===== src/rtl/tmr_pkg.sv =====
package tmr_pkg;

    // Control word bit positions; software depends on these.
    localparam int CTL_MODE   = 0;
    localparam int CTL_DOWN   = 1;
    localparam int CTL_GEN    = 2;
    localparam int CTL_CAP    = 3;
    localparam int CTL_RELOAD = 4;
    localparam int CTL_LOAD   = 5;
    localparam int CTL_IE     = 6;
    localparam int CTL_RUN    = 7;
    localparam int CTL_FLAG   = 8;
    localparam int CTL_PWM    = 9;
    localparam int CTL_ALL    = 10;

    localparam int CTL_STORED = 10;   // bits 0..9 are held in a register

    // Packed so that mode lands on bit 0 and pwm on bit 9.
    typedef struct packed {
        logic pwm;
        logic flag;
        logic run;
        logic ie;
        logic load;
        logic reload;
        logic cap;
        logic gen;
        logic down;
        logic mode;
    } tmr_ctl_t;

    typedef enum logic [1:0] {
        REG_CTL   = 2'd0,
        REG_LOAD  = 2'd1,
        REG_COUNT = 2'd2,
        REG_NONE  = 2'd3
    } reg_sel_e;

    typedef enum logic [1:0] {
        ST_STOP = 2'd0,
        ST_LOAD = 2'd1,
        ST_RUN  = 2'd2,
        ST_DONE = 2'd3
    } tmr_state_e;

endpackage


===== src/rtl/tmr_channel.sv =====
module tmr_channel
    import tmr_pkg::*;
#(
    parameter int DATA_W = 32
) (
    input  logic              clk,
    input  logic              rst_n,
    input  logic              wr_ctl,
    input  logic              wr_load,
    input  logic              start_all,
    input  logic [DATA_W-1:0] wdata,
    output logic [DATA_W-1:0] ctl_rd,
    output logic [DATA_W-1:0] load_rd,
    output logic [DATA_W-1:0] cnt_rd,
    output logic              flag_o,
    output logic              ie_o
);

    localparam logic [DATA_W-1:0] CNT_ZERO = '0;
    localparam logic [DATA_W-1:0] CNT_TOP  = '1;

    tmr_state_e        state_q, state_d;
    tmr_ctl_t          ctl_q, ctl_d;
    logic [DATA_W-1:0] load_q;
    logic [DATA_W-1:0] cnt_q, cnt_d;
    logic              at_term;
    logic              expire;

    assign at_term = ctl_q.down ? (cnt_q == CNT_ZERO) : (cnt_q == CNT_TOP);
    assign expire  = (state_q == ST_RUN) && at_term;

    // Next control word: expiry first, then software write, then start-all.
    always_comb begin
        ctl_d = ctl_q;
        if (expire) begin
            ctl_d.flag = 1'b1;
            if (!ctl_q.reload) begin
                ctl_d.run = 1'b0;
            end
        end
        if (wr_ctl) begin
            ctl_d.mode   = wdata[CTL_MODE];
            ctl_d.down   = wdata[CTL_DOWN];
            ctl_d.gen    = wdata[CTL_GEN];
            ctl_d.cap    = wdata[CTL_CAP];
            ctl_d.reload = wdata[CTL_RELOAD];
            ctl_d.load   = wdata[CTL_LOAD];
            ctl_d.ie     = wdata[CTL_IE];
            ctl_d.run    = wdata[CTL_RUN];
            ctl_d.pwm    = wdata[CTL_PWM];
            if (wdata[CTL_FLAG] && !expire) begin
                ctl_d.flag = 1'b0;
            end
        end
        if (start_all) begin
            ctl_d.run = 1'b1;
        end
    end

    // Next state, taken from the next control word.
    always_comb begin
        state_d = state_q;
        unique case (state_q)
            ST_STOP: begin
                if (ctl_d.load)      state_d = ST_LOAD;
                else if (ctl_d.run)  state_d = ST_RUN;
                else                 state_d = ST_STOP;
            end
            ST_LOAD: begin
                if (ctl_d.load)      state_d = ST_LOAD;
                else if (ctl_d.run)  state_d = ST_RUN;
                else                 state_d = ST_STOP;
            end
            ST_RUN: begin
                if (ctl_d.load)      state_d = ST_LOAD;
                else if (ctl_d.run)  state_d = ST_RUN;
                else if (expire)     state_d = ST_DONE;
                else                 state_d = ST_STOP;
            end
            ST_DONE: begin
                if (ctl_d.load)      state_d = ST_LOAD;
                else if (ctl_d.run)  state_d = ST_RUN;
                else                 state_d = ST_DONE;
            end
            default: state_d = ST_STOP;
        endcase
    end

    // Counter datapath, driven by the registered state.
    always_comb begin
        cnt_d = cnt_q;
        unique case (state_q)
            ST_LOAD: cnt_d = load_q;
            ST_RUN: begin
                if (at_term) begin
                    cnt_d = ctl_q.reload ? load_q : cnt_q;
                end else if (ctl_q.down) begin
                    cnt_d = cnt_q - 1'b1;
                end else begin
                    cnt_d = cnt_q + 1'b1;
                end
            end
            default: cnt_d = cnt_q;
        endcase
    end

    // State register.
    always_ff @(posedge clk or negedge rst_n) begin
        if (!rst_n) begin
            state_q <= ST_STOP;
        end else begin
            state_q <= state_d;
        end
    end

    // Data registers.
    always_ff @(posedge clk or negedge rst_n) begin
        if (!rst_n) begin
            ctl_q  <= '0;
            load_q <= '0;
            cnt_q  <= '0;
        end else begin
            ctl_q <= ctl_d;
            cnt_q <= cnt_d;
            if (wr_load) begin
                load_q <= wdata;
            end
        end
    end

    // Outputs; bit 10 (start-all) is a strobe and reads back as 0.
    always_comb begin
        ctl_rd  = {{(DATA_W - CTL_STORED){1'b0}}, ctl_q};
        load_rd = load_q;
        cnt_rd  = cnt_q;
        flag_o  = ctl_q.flag;
        ie_o    = ctl_q.ie;
    end

    AST_LOAD_FORCES: assert property (@(posedge clk) disable iff (!rst_n)
        (state_q == ST_LOAD) |=> (cnt_q == $past(load_q)));

    AST_DOWN_STEP: assert property (@(posedge clk) disable iff (!rst_n)
        (state_q == ST_RUN && ctl_q.down && !at_term) |=> (cnt_q == $past(cnt_q) - 1'b1));

    AST_EXPIRE_FLAG: assert property (@(posedge clk) disable iff (!rst_n)
        expire |=> ctl_q.flag);

    AST_RELOAD_VALUE: assert property (@(posedge clk) disable iff (!rst_n)
        (expire && ctl_q.reload) |=> (cnt_q == $past(load_q)));

    AST_ONESHOT_HALT: assert property (@(posedge clk) disable iff (!rst_n)
        (expire && !ctl_q.reload && !wr_ctl && !start_all) |=> (!ctl_q.run && $stable(cnt_q)));

    AST_IDLE_HOLDS: assert property (@(posedge clk) disable iff (!rst_n)
        (state_q == ST_STOP || state_q == ST_DONE) |=> $stable(cnt_q));

endmodule


===== src/rtl/tmr_decode.sv =====
module tmr_decode
    import tmr_pkg::*;
#(
    parameter int DATA_W = 32,
    parameter int NUM    = 2,
    parameter int ADDR_W = 5
) (
    input  logic                      clk,
    input  logic                      rst_n,
    input  logic                      bus_sel,
    input  logic                      bus_wr,
    input  logic [ADDR_W-1:0]         bus_addr,
    input  logic                      all_req,
    input  logic [NUM-1:0][DATA_W-1:0] ctl_rd_all,
    input  logic [NUM-1:0][DATA_W-1:0] load_rd_all,
    input  logic [NUM-1:0][DATA_W-1:0] cnt_rd_all,
    output logic [NUM-1:0]            wr_ctl,
    output logic [NUM-1:0]            wr_load,
    output logic                      start_all,
    output logic [DATA_W-1:0]         bus_rdata
);

    localparam int IDX_LSB = 4;
    localparam int IDX_W   = ADDR_W - IDX_LSB;

    logic [IDX_W-1:0] slot;
    reg_sel_e         sel;
    logic             hit;
    logic             wr_en;

    assign slot  = bus_addr[IDX_LSB +: IDX_W];
    assign sel   = reg_sel_e'(bus_addr[3:2]);
    assign hit   = (int'(slot) < NUM) && (bus_addr[1:0] == 2'b00);
    assign wr_en = bus_sel && bus_wr && hit;

    for (genvar g = 0; g < NUM; g++) begin : g_strobe
        localparam logic [IDX_W-1:0] SLOT_ID = IDX_W'(g);
        assign wr_ctl[g]  = wr_en && (slot == SLOT_ID) && (sel == REG_CTL);
        assign wr_load[g] = wr_en && (slot == SLOT_ID) && (sel == REG_LOAD);
    end

    assign start_all = (|wr_ctl) && all_req;

    always_comb begin
        bus_rdata = '0;
        if (hit) begin
            unique case (sel)
                REG_CTL:   bus_rdata = ctl_rd_all[slot];
                REG_LOAD:  bus_rdata = load_rd_all[slot];
                REG_COUNT: bus_rdata = cnt_rd_all[slot];
                default:   bus_rdata = '0;
            endcase
        end
    end

    AST_SINGLE_STROBE: assert property (@(posedge clk) disable iff (!rst_n)
        $onehot0({wr_ctl, wr_load}));

endmodule


===== src/rtl/tmr_irq_merge.sv =====
module tmr_irq_merge #(
    parameter int NUM = 2
) (
    input  logic [NUM-1:0] flags,
    input  logic [NUM-1:0] enables,
    output logic           irq
);

    assign irq = |(flags & enables);

endmodule


===== src/rtl/tmr_pair.sv =====
module tmr_pair
    import tmr_pkg::*;
#(
    parameter  int NUM_TIMERS = 2,
    parameter  int DATA_W     = 32,
    localparam int ADDR_W     = 4 + $clog2(NUM_TIMERS)
) (
    input  logic              clk,
    input  logic              rst_n,
    input  logic              bus_sel,
    input  logic              bus_wr,
    input  logic [ADDR_W-1:0] bus_addr,
    input  logic [DATA_W-1:0] bus_wdata,
    output logic [DATA_W-1:0] bus_rdata,
    output logic              irq_out
);

    logic [NUM_TIMERS-1:0][DATA_W-1:0] ctl_rd_all;
    logic [NUM_TIMERS-1:0][DATA_W-1:0] load_rd_all;
    logic [NUM_TIMERS-1:0][DATA_W-1:0] cnt_rd_all;
    logic [NUM_TIMERS-1:0]             wr_ctl;
    logic [NUM_TIMERS-1:0]             wr_load;
    logic [NUM_TIMERS-1:0]             flag_vec;
    logic [NUM_TIMERS-1:0]             ie_vec;
    logic                              start_all;

    tmr_decode #(
        .DATA_W (DATA_W),
        .NUM    (NUM_TIMERS),
        .ADDR_W (ADDR_W)
    ) u_decode (
        .clk         (clk),
        .rst_n       (rst_n),
        .bus_sel     (bus_sel),
        .bus_wr      (bus_wr),
        .bus_addr    (bus_addr),
        .all_req     (bus_wdata[CTL_ALL]),
        .ctl_rd_all  (ctl_rd_all),
        .load_rd_all (load_rd_all),
        .cnt_rd_all  (cnt_rd_all),
        .wr_ctl      (wr_ctl),
        .wr_load     (wr_load),
        .start_all   (start_all),
        .bus_rdata   (bus_rdata)
    );

    for (genvar t = 0; t < NUM_TIMERS; t++) begin : g_timer
        tmr_channel #(
            .DATA_W (DATA_W)
        ) u_chan (
            .clk       (clk),
            .rst_n     (rst_n),
            .wr_ctl    (wr_ctl[t]),
            .wr_load   (wr_load[t]),
            .start_all (start_all),
            .wdata     (bus_wdata),
            .ctl_rd    (ctl_rd_all[t]),
            .load_rd   (load_rd_all[t]),
            .cnt_rd    (cnt_rd_all[t]),
            .flag_o    (flag_vec[t]),
            .ie_o      (ie_vec[t])
        );
    end

    tmr_irq_merge #(
        .NUM (NUM_TIMERS)
    ) u_irq (
        .flags   (flag_vec),
        .enables (ie_vec),
        .irq     (irq_out)
    );

    AST_IRQ_NEEDS_FLAG: assert property (@(posedge clk) disable iff (!rst_n)
        irq_out |-> (|flag_vec));

    AST_ALL_STARTS_BOTH: assert property (@(posedge clk) disable iff (!rst_n)
        start_all |=> (ctl_rd_all[0][CTL_RUN] && ctl_rd_all[NUM_TIMERS-1][CTL_RUN]));

endmodule


===== config.mk =====
export PLATFORM = sky130hd
export DESIGN_NAME = tmr_pair
export DESIGN_NICKNAME = d
export VERILOG_FILES = /design/src/rtl/tmr_pkg.sv /design/src/rtl/tmr_channel.sv /design/src/rtl/tmr_decode.sv /design/src/rtl/tmr_irq_merge.sv /design/src/rtl/tmr_pair.sv
export SDC_FILE = /design/constraint.sdc
export NUM_CORES = 1
export LEC_CHECK = 0
export ABC_CLOCK_PERIOD_IN_PS = 4200
export BUFFER_PORTS_ARGS = -buffer_cell sky130_fd_sc_hd__buf_2
export CORE_ASPECT_RATIO = 1.4
export CORE_MARGIN = 3
export CORE_UTILIZATION = 30
export CTS_CLUSTER_DIAMETER = 40
export DETAILED_ROUTE_END_ITERATION = 8
export GPL_TIMING_DRIVEN = 0
export PLACE_DENSITY = 0.5
export SLEW_MARGIN = 20
export SYNTH_ARGS = -nofsm -noshare
export SYNTH_HDL_FRONTEND = slang
export SYNTH_SLANG_ARGS = --single-unit

===== constraint.sdc =====
create_clock -name clk -period 4.2 [get_ports clk]
set_clock_uncertainty 0.2 [all_clocks]
set_input_delay 0.84 -clock clk [delete_from_list [all_inputs] [get_ports clk]]
set_output_delay 0.84 -clock clk [all_outputs]
set_load 0.02 [all_outputs]

# After elaboration in Yosys (flattened, before gate mapping)
# Index checks and enable logic that the tools add are counted.
[totals]
reg_bits = 152
input_bits = 41
out_inout_bits = 33
wordCells = 118
[op_classes]
addsub = 4
n_lt_le_gt_ge = 1
n_eq_ne = 12
mux = 44
bitwise = 2
reduce_logical = 29
[op_table]
columns = ["op", "count"]
rows = [
  ["32-bit 2-to-1 mux", 12],
  ["32-bit case mux with 2 select lines", 2],
  ["32-bit case mux with 3 select lines", 1],
  ["32-bit by 1-bit adder with 32-bit output (second input constant)", 2],
  ["32-bit == test (second input constant)", 2],
  ["32-bit logical NOT", 2],
  ["32-bit by 1-bit subtractor with 32-bit output (second input constant)", 2],
  ["2-bit 2-to-1 mux", 14],
  ["9-bit 2-to-1 mux", 2],
  ["1-bit logical AND", 13],
  ["2-bit case mux with 3 select lines", 2],
  ["2-bit == test (second input constant)", 5],
  ["1-bit 2-to-1 mux", 10],
  ["10-bit 2-to-1 mux", 1],
  ["2-bit logical NOT", 4],
  ["2-bit OR reduction", 4],
  ["2-bit by 1-bit == test with 1-bit output (second input constant)", 3],
  ["3-bit by 2-bit != test with 1-bit output (second input constant)", 2],
  ["2-bit AND reduction", 2],
  ["2-bit nonzero test", 2],
  ["2-bit AND", 1],
  ["1-bit logical NOT", 2],
  ["1-bit by 2-bit less-than comparator with 1-bit output (second input constant)", 1],
  ["1-bit NOT", 1],
]

# Depth between registers and ports, before layout
[logic_depth]
ltp_word = 11
ltp_mapped = 12
depth_no_buf = 12

# Hierarchy
# A second synthesis with hierarchy kept.
[hier_totals]
hier_cells = 1256
area_unflattened_um2 = 11846.4
[by_module_without_submodules]
columns = ["mod", "instances", "cells_each", "area_each_um2", "seq_area_each_um2"]
rows = [
  ["tmr_channel at g_timer[1].u_chan", 1, 547, 5066.1, 1901.8],
  ["tmr_channel at g_timer[0].u_chan", 1, 543, 5032.3, 1901.8],
  ["tmr_decode", 1, 165, 1739.2, 0.0],
  ["tmr_irq_merge", 1, 1, 8.8, 0.0],
]

# Worst setup path after synthesis
# No wires, ideal clock.
[synth_path]
path_type = "flip-flop to flip-flop"
start = "register g_timer[0].u_chan.ctl_q (netlist bit g_timer[0].u_chan.ctl_rd[1])"
end = "register g_timer[0].u_chan.cnt_q[30]"
setup_ns = 0.125
arrival_time_ns = 3.196
required_ns = 3.875
setup_slack_ns = 0.679
path_stages_with_launch = 13
path_buffers = 0
period_less_slack_ns = 3.521
cell_sequence = "dfrtp_1 inv_1 fa_1 nor2b_1 o31a_1 o31ai_4 a31oi_2 a31oi_4 o21ai_2 a41oi_2 xor2_1 o21ai_1 mux2_2"
[synth_via]
elab_chain_len = 3
word_cells_on_any_way = 6
cone_classes = "eq/ne (1); mux (4); reduce/logical (1)"
[synth_lines]
columns = ["item", "line_no", "rtl"]
rows = [
  ["start, declared", "tmr_channel.sv:23", "tmr_ctl_t ctl_q, ctl_d;"],
  ["start signal, assigned", "tmr_channel.sv:123", "ctl_q <= ctl_d;"],
  ["32-bit 2-to-1 mux / 1-bit 2-to-1 mux (equally long branches)", "tmr_channel.sv:97, tmr_channel.sv:29", ""],
  ["32-bit 2-to-1 mux / 3-bit by 2-bit != test with 1-bit output (equally long branches)", "-", ""],
  ["32-bit case mux with 2 select lines / 2-bit AND reduction (equally long branches)", "-", ""],
  ["end signal, assigned", "tmr_channel.sv:124", "cnt_q <= cnt_d;"],
  ["end, declared", "tmr_channel.sv:25", "logic [DATA_W-1:0] cnt_q, cnt_d;"],
]
# Several ways; a longest one is shown, not always the timed one.
# A chain may end at the register's enable or synchronous reset.

# Worst setup path after layout
[layout_path]
start = "input port bus_addr[4]"
end = "output port bus_rdata[11]"
[layout_via]
elab_chain_len = 4
word_cells_on_any_way = 6
cone_classes = "mux (6)"
[layout_lines]
columns = ["item", "line_no", "rtl"]
rows = [
  ["start, declared", "tmr_pair.sv:12", "input logic [ADDR_W-1:0] bus_addr,"],
  ["32-bit 2-to-1 mux, on equally long branches (2 in series)", "tmr_decode.sv:50, tmr_decode.sv:49", ""],
  ["32-bit case mux with 3 select lines *", "tmr_decode.sv:47", "unique case (sel)"],
  ["32-bit 2-to-1 mux *", "tmr_decode.sv:46", "if (hit) begin"],
  ["end, declared", "tmr_pair.sv:14", "output logic [DATA_W-1:0] bus_rdata,"],
]
# Every way passes the cells marked *; elsewhere a longest branch is shown, timed or not. The select of a mux whose other input is x is not followed.

==> results.toml <==
[outcome]
status = "finished clean"

[power]
p_leak_nw = 5.78
powerDensity_nw_per_um2 = 658
peakVddDrop_mv = 0.240

[cts]
cts_buffers = 17
clockBufferDepth = 2
root_buffer = "clkbuf_16"
clock_sinks = 152
cts_setup_buffers = 0
ctsHoldBuffers = 0
clk_pin_slew_worst_paths_ns = 0.06
htree_levels = 4
tritoncts = "done"
insertion_delay_ns = 0.45

[global_routing]
grt_max_degree = 82
grt_pass1_wl_um = 57200
grt_pass1_vias = 9847
grt_antenna_before_repair = 0
grt_usage_pct = 19.2
overflow = 0

[cells_and_area]
fin_util_pct = 35.1
layout_commonest_cell = "dfrtp_1"
final_nets = 1404
area_growth_pct = 14.6
fill_cells = 3700
drive_gt1_share_pct = 18.0
final_cell_mix = "dfrtp_1 (150), a21oi_1 (129), nor2_1 (120)"
n_antenna_cell = 0
fin_area_um2 = 12600

[logic_synthesis]
ys.flop_type = "dfrtp_1"
synth_area_per_cell_um2 = 9.15
synth_cell_type_count = 75
synth_edf_count = 0
async_flop_share_pct = 100
synth.cell_area_um2 = 11000
yosysWarnings = 0
syn_inst = 1206
syn_nets = 1313
synth_seq_cells = 152
seq_area_frac_synth_pct = 34.5

[timing]
setup_viol = 0
final_hold_viol_count = 0
maxClockFrequency_mhz = 249
tightest_slew_ns = 0.903
maxSlewViolCount = 0
relSlewSlack_pct = 39.6
rsz0062_at_grt = "no"
fin_crit_sh_pct = 95.7
period_minus_slack_ns = 4.02

[worst_setup_path]
cpPeakStageDelay_ns = 0.70
crit_chain = "buf_2 > clkbuf_1 > buf_1 > mux2i_1 > o22a_1 > nor2_1 > buf_2"
crit_fanout = 10
critPathSlowestCell = "buf_1"
crit_top_cell = "buf_2"
worstSetupPathType = "input port to primary output"
arrival_ns = 2.98
end_kind = "primary output"
cp.required_ns = 3.16
crit_path_start_kind = "input port"

[die]
die_h_um = 233
dieArea_um2 = 39200
rows = 82
initial_utilization_pct = 30.7
core_area_um2 = 36000
ios = 74
die_x_um = 168

[drt]
drc = 0
postRouteAntennaNets = 0
wl_per_cell_um = 21.4
wl_um = 37900
drt-initial-drc-count = 572
vias_per_cell = 5.44
vias = 9627
drt_pass1_iterations = 5

[hold_path]
hold_class = "input port to async pin"

[place]
place_area_um2 = 12000
io_buffer_count = 71
gp_congestion = 0.870
hpwl_um = 30300

[job]
drv_cap = 0
-- critical path: cells and delay by family --
family / cells / cell delay [ns]
and+or+nand+nor: 1 / 0.19
buffers and inverters: 4 / 1.53
AOI/OAI and AO/OA: 1 / 0.23
muxes: 1 / 0.19
-- power breakdown --
| group | internal, mW | total (mW) | switching (mW) |
|---|---|---|---|
| combinational | 1.71 | 4.13 | 2.41 |
| clock | 1.05 | 1.68 | 0.625 |
| sequential | 1.84 | 2.52 | 0.673 |
-- per-stage QoR --
stage	setup TNS, ns	setup WS, ns	hold slack [ns]	std cells	power (mW)
after CTS	0	0.00355	0.211	1771	8.35
after global routing	0	0.0392	0.221	1771	8.92
after detailed placement	0	0.00165	0.293	1740	6.66
after floorplan	0	0.679	0.264	1206	5.39
final	0	0.179	0.164	1771	8.32
after global placement	-54.55	-0.359	0.286	1739	6.59
-- path summary, 6_finish.rpt --
check | start | end | slack, ns | cells past startpoint
setup / recovery | bus_addr[4] | bus_rdata[11] | 0.18 | 7
hold reg to reg | g_timer[1].u_chan.ctl_rd[2] | g_timer[1].u_chan.ctl_rd[2] | 0.30 | 1
hold / removal | rst_n | g_timer[1].u_chan.load_rd[9] | 0.16 | 1
min in group clk | g_timer[1].u_chan.ctl_rd[2] | g_timer[1].u_chan.ctl_rd[2] | 0.30 | 1
setup reg to reg | g_timer[0].u_chan.ctl_rd[1] | g_timer[0].u_chan.cnt_rd[30] | 0.26 | 12
max in group asynchronous | rst_n | g_timer[0].u_chan.cnt_rd[24] | 2.80 | 2
-- metal layers --
layer,GRT usage (%),wire length [µm],vias to the layer above
met5,0,0,-
met4,10.4,2010,0
met3,2.21,1070,86
met2,35.3,19800,204
met1,21.4,15000,4705
li1,-,-,4632
-- synthesized netlist by cell type, types with 3 or more instances --
cell	count	area share, %
o21ai_2	3	0.24
o21a_1	11	0.75
a21oi_1	129	5.8
o22a_1	14	1.1
o211ai_1	8	0.54
nor3_1	18	0.82
nand3_1	22	1.0
and4_1	3	0.24
nand2b_1	10	0.57
xnor2_1	26	2.1
a31oi_1	5	0.28
clkbuf_1	27	0.92
inv_1	23	0.78
buf_2	14	0.63
and3_1	10	0.57
nor2_1	121	4.1
and2_1	10	0.57
o21ai_1	11	0.50
a211oi_1	28	1.9
nor4_1	16	0.91
o21bai_1	6	0.41
o22ai_1	11	0.62
xor2_1	26	2.1
dfrtp_1	152	34
or4_1	4	0.27
a311oi_1	3	0.24
o21ai_0	67	3.0
a21o_1	28	1.9
nand2_1	81	2.8
buf_4	8	0.54
mux2i_1	73	6.6
buf_1	6	0.20
nand4_1	23	1.3
nor2b_1	9	0.51
ha_1	64	7.3
o221ai_1	4	0.32
or3_1	3	0.17
mux2_2	79	8.1
o31a_1	4	0.32
-- final cells by class --
class,instances,area (µm²),area share [%]
flip-flops and latches,152,3810,30.1
multi-input cells,970,6840,54.1
inverters,24,90.1,0.712
clock inverters,8,143,1.13
well taps,462,578,4.57
clock buffers,23,488,3.86
repair buffers,72,393,3.11
plain buffers,60,312,2.46
-- sequential cells by signal, summed over array words and instances (netlist names) --
name	flops
g_timer.u_chan.ctl_rd	16
g_timer.u_chan.state_q	4
g_timer.u_chan.flag_o	2
g_timer.u_chan.load_rd	64
g_timer.u_chan.cnt_rd	64
g_timer.u_chan.ie_o	2
-- logic make-up (layout without fill, tap and decap cells) --
family	after synthesis	after routing	synth area share (%)
buffers and inverters	84	187	3.63
XOR/XNOR	52	52	4.13
AO/OA/AOI/OAI	354	354	20.5
multiplexers	152	152	14.7
adder cells (fa/ha/maj)	66	66	7.62
flip-flops	152	152	34.5
AND/OR/NAND/NOR	346	346	15.0
-- what timing repair did --
item / 4_1_cts / 5_1_grt
setup endpoints to repair: 0 / 10
resized for setup: 0 / 2
hold endpoints to repair: 0 / 0
(Power assumes the default switching activity.)
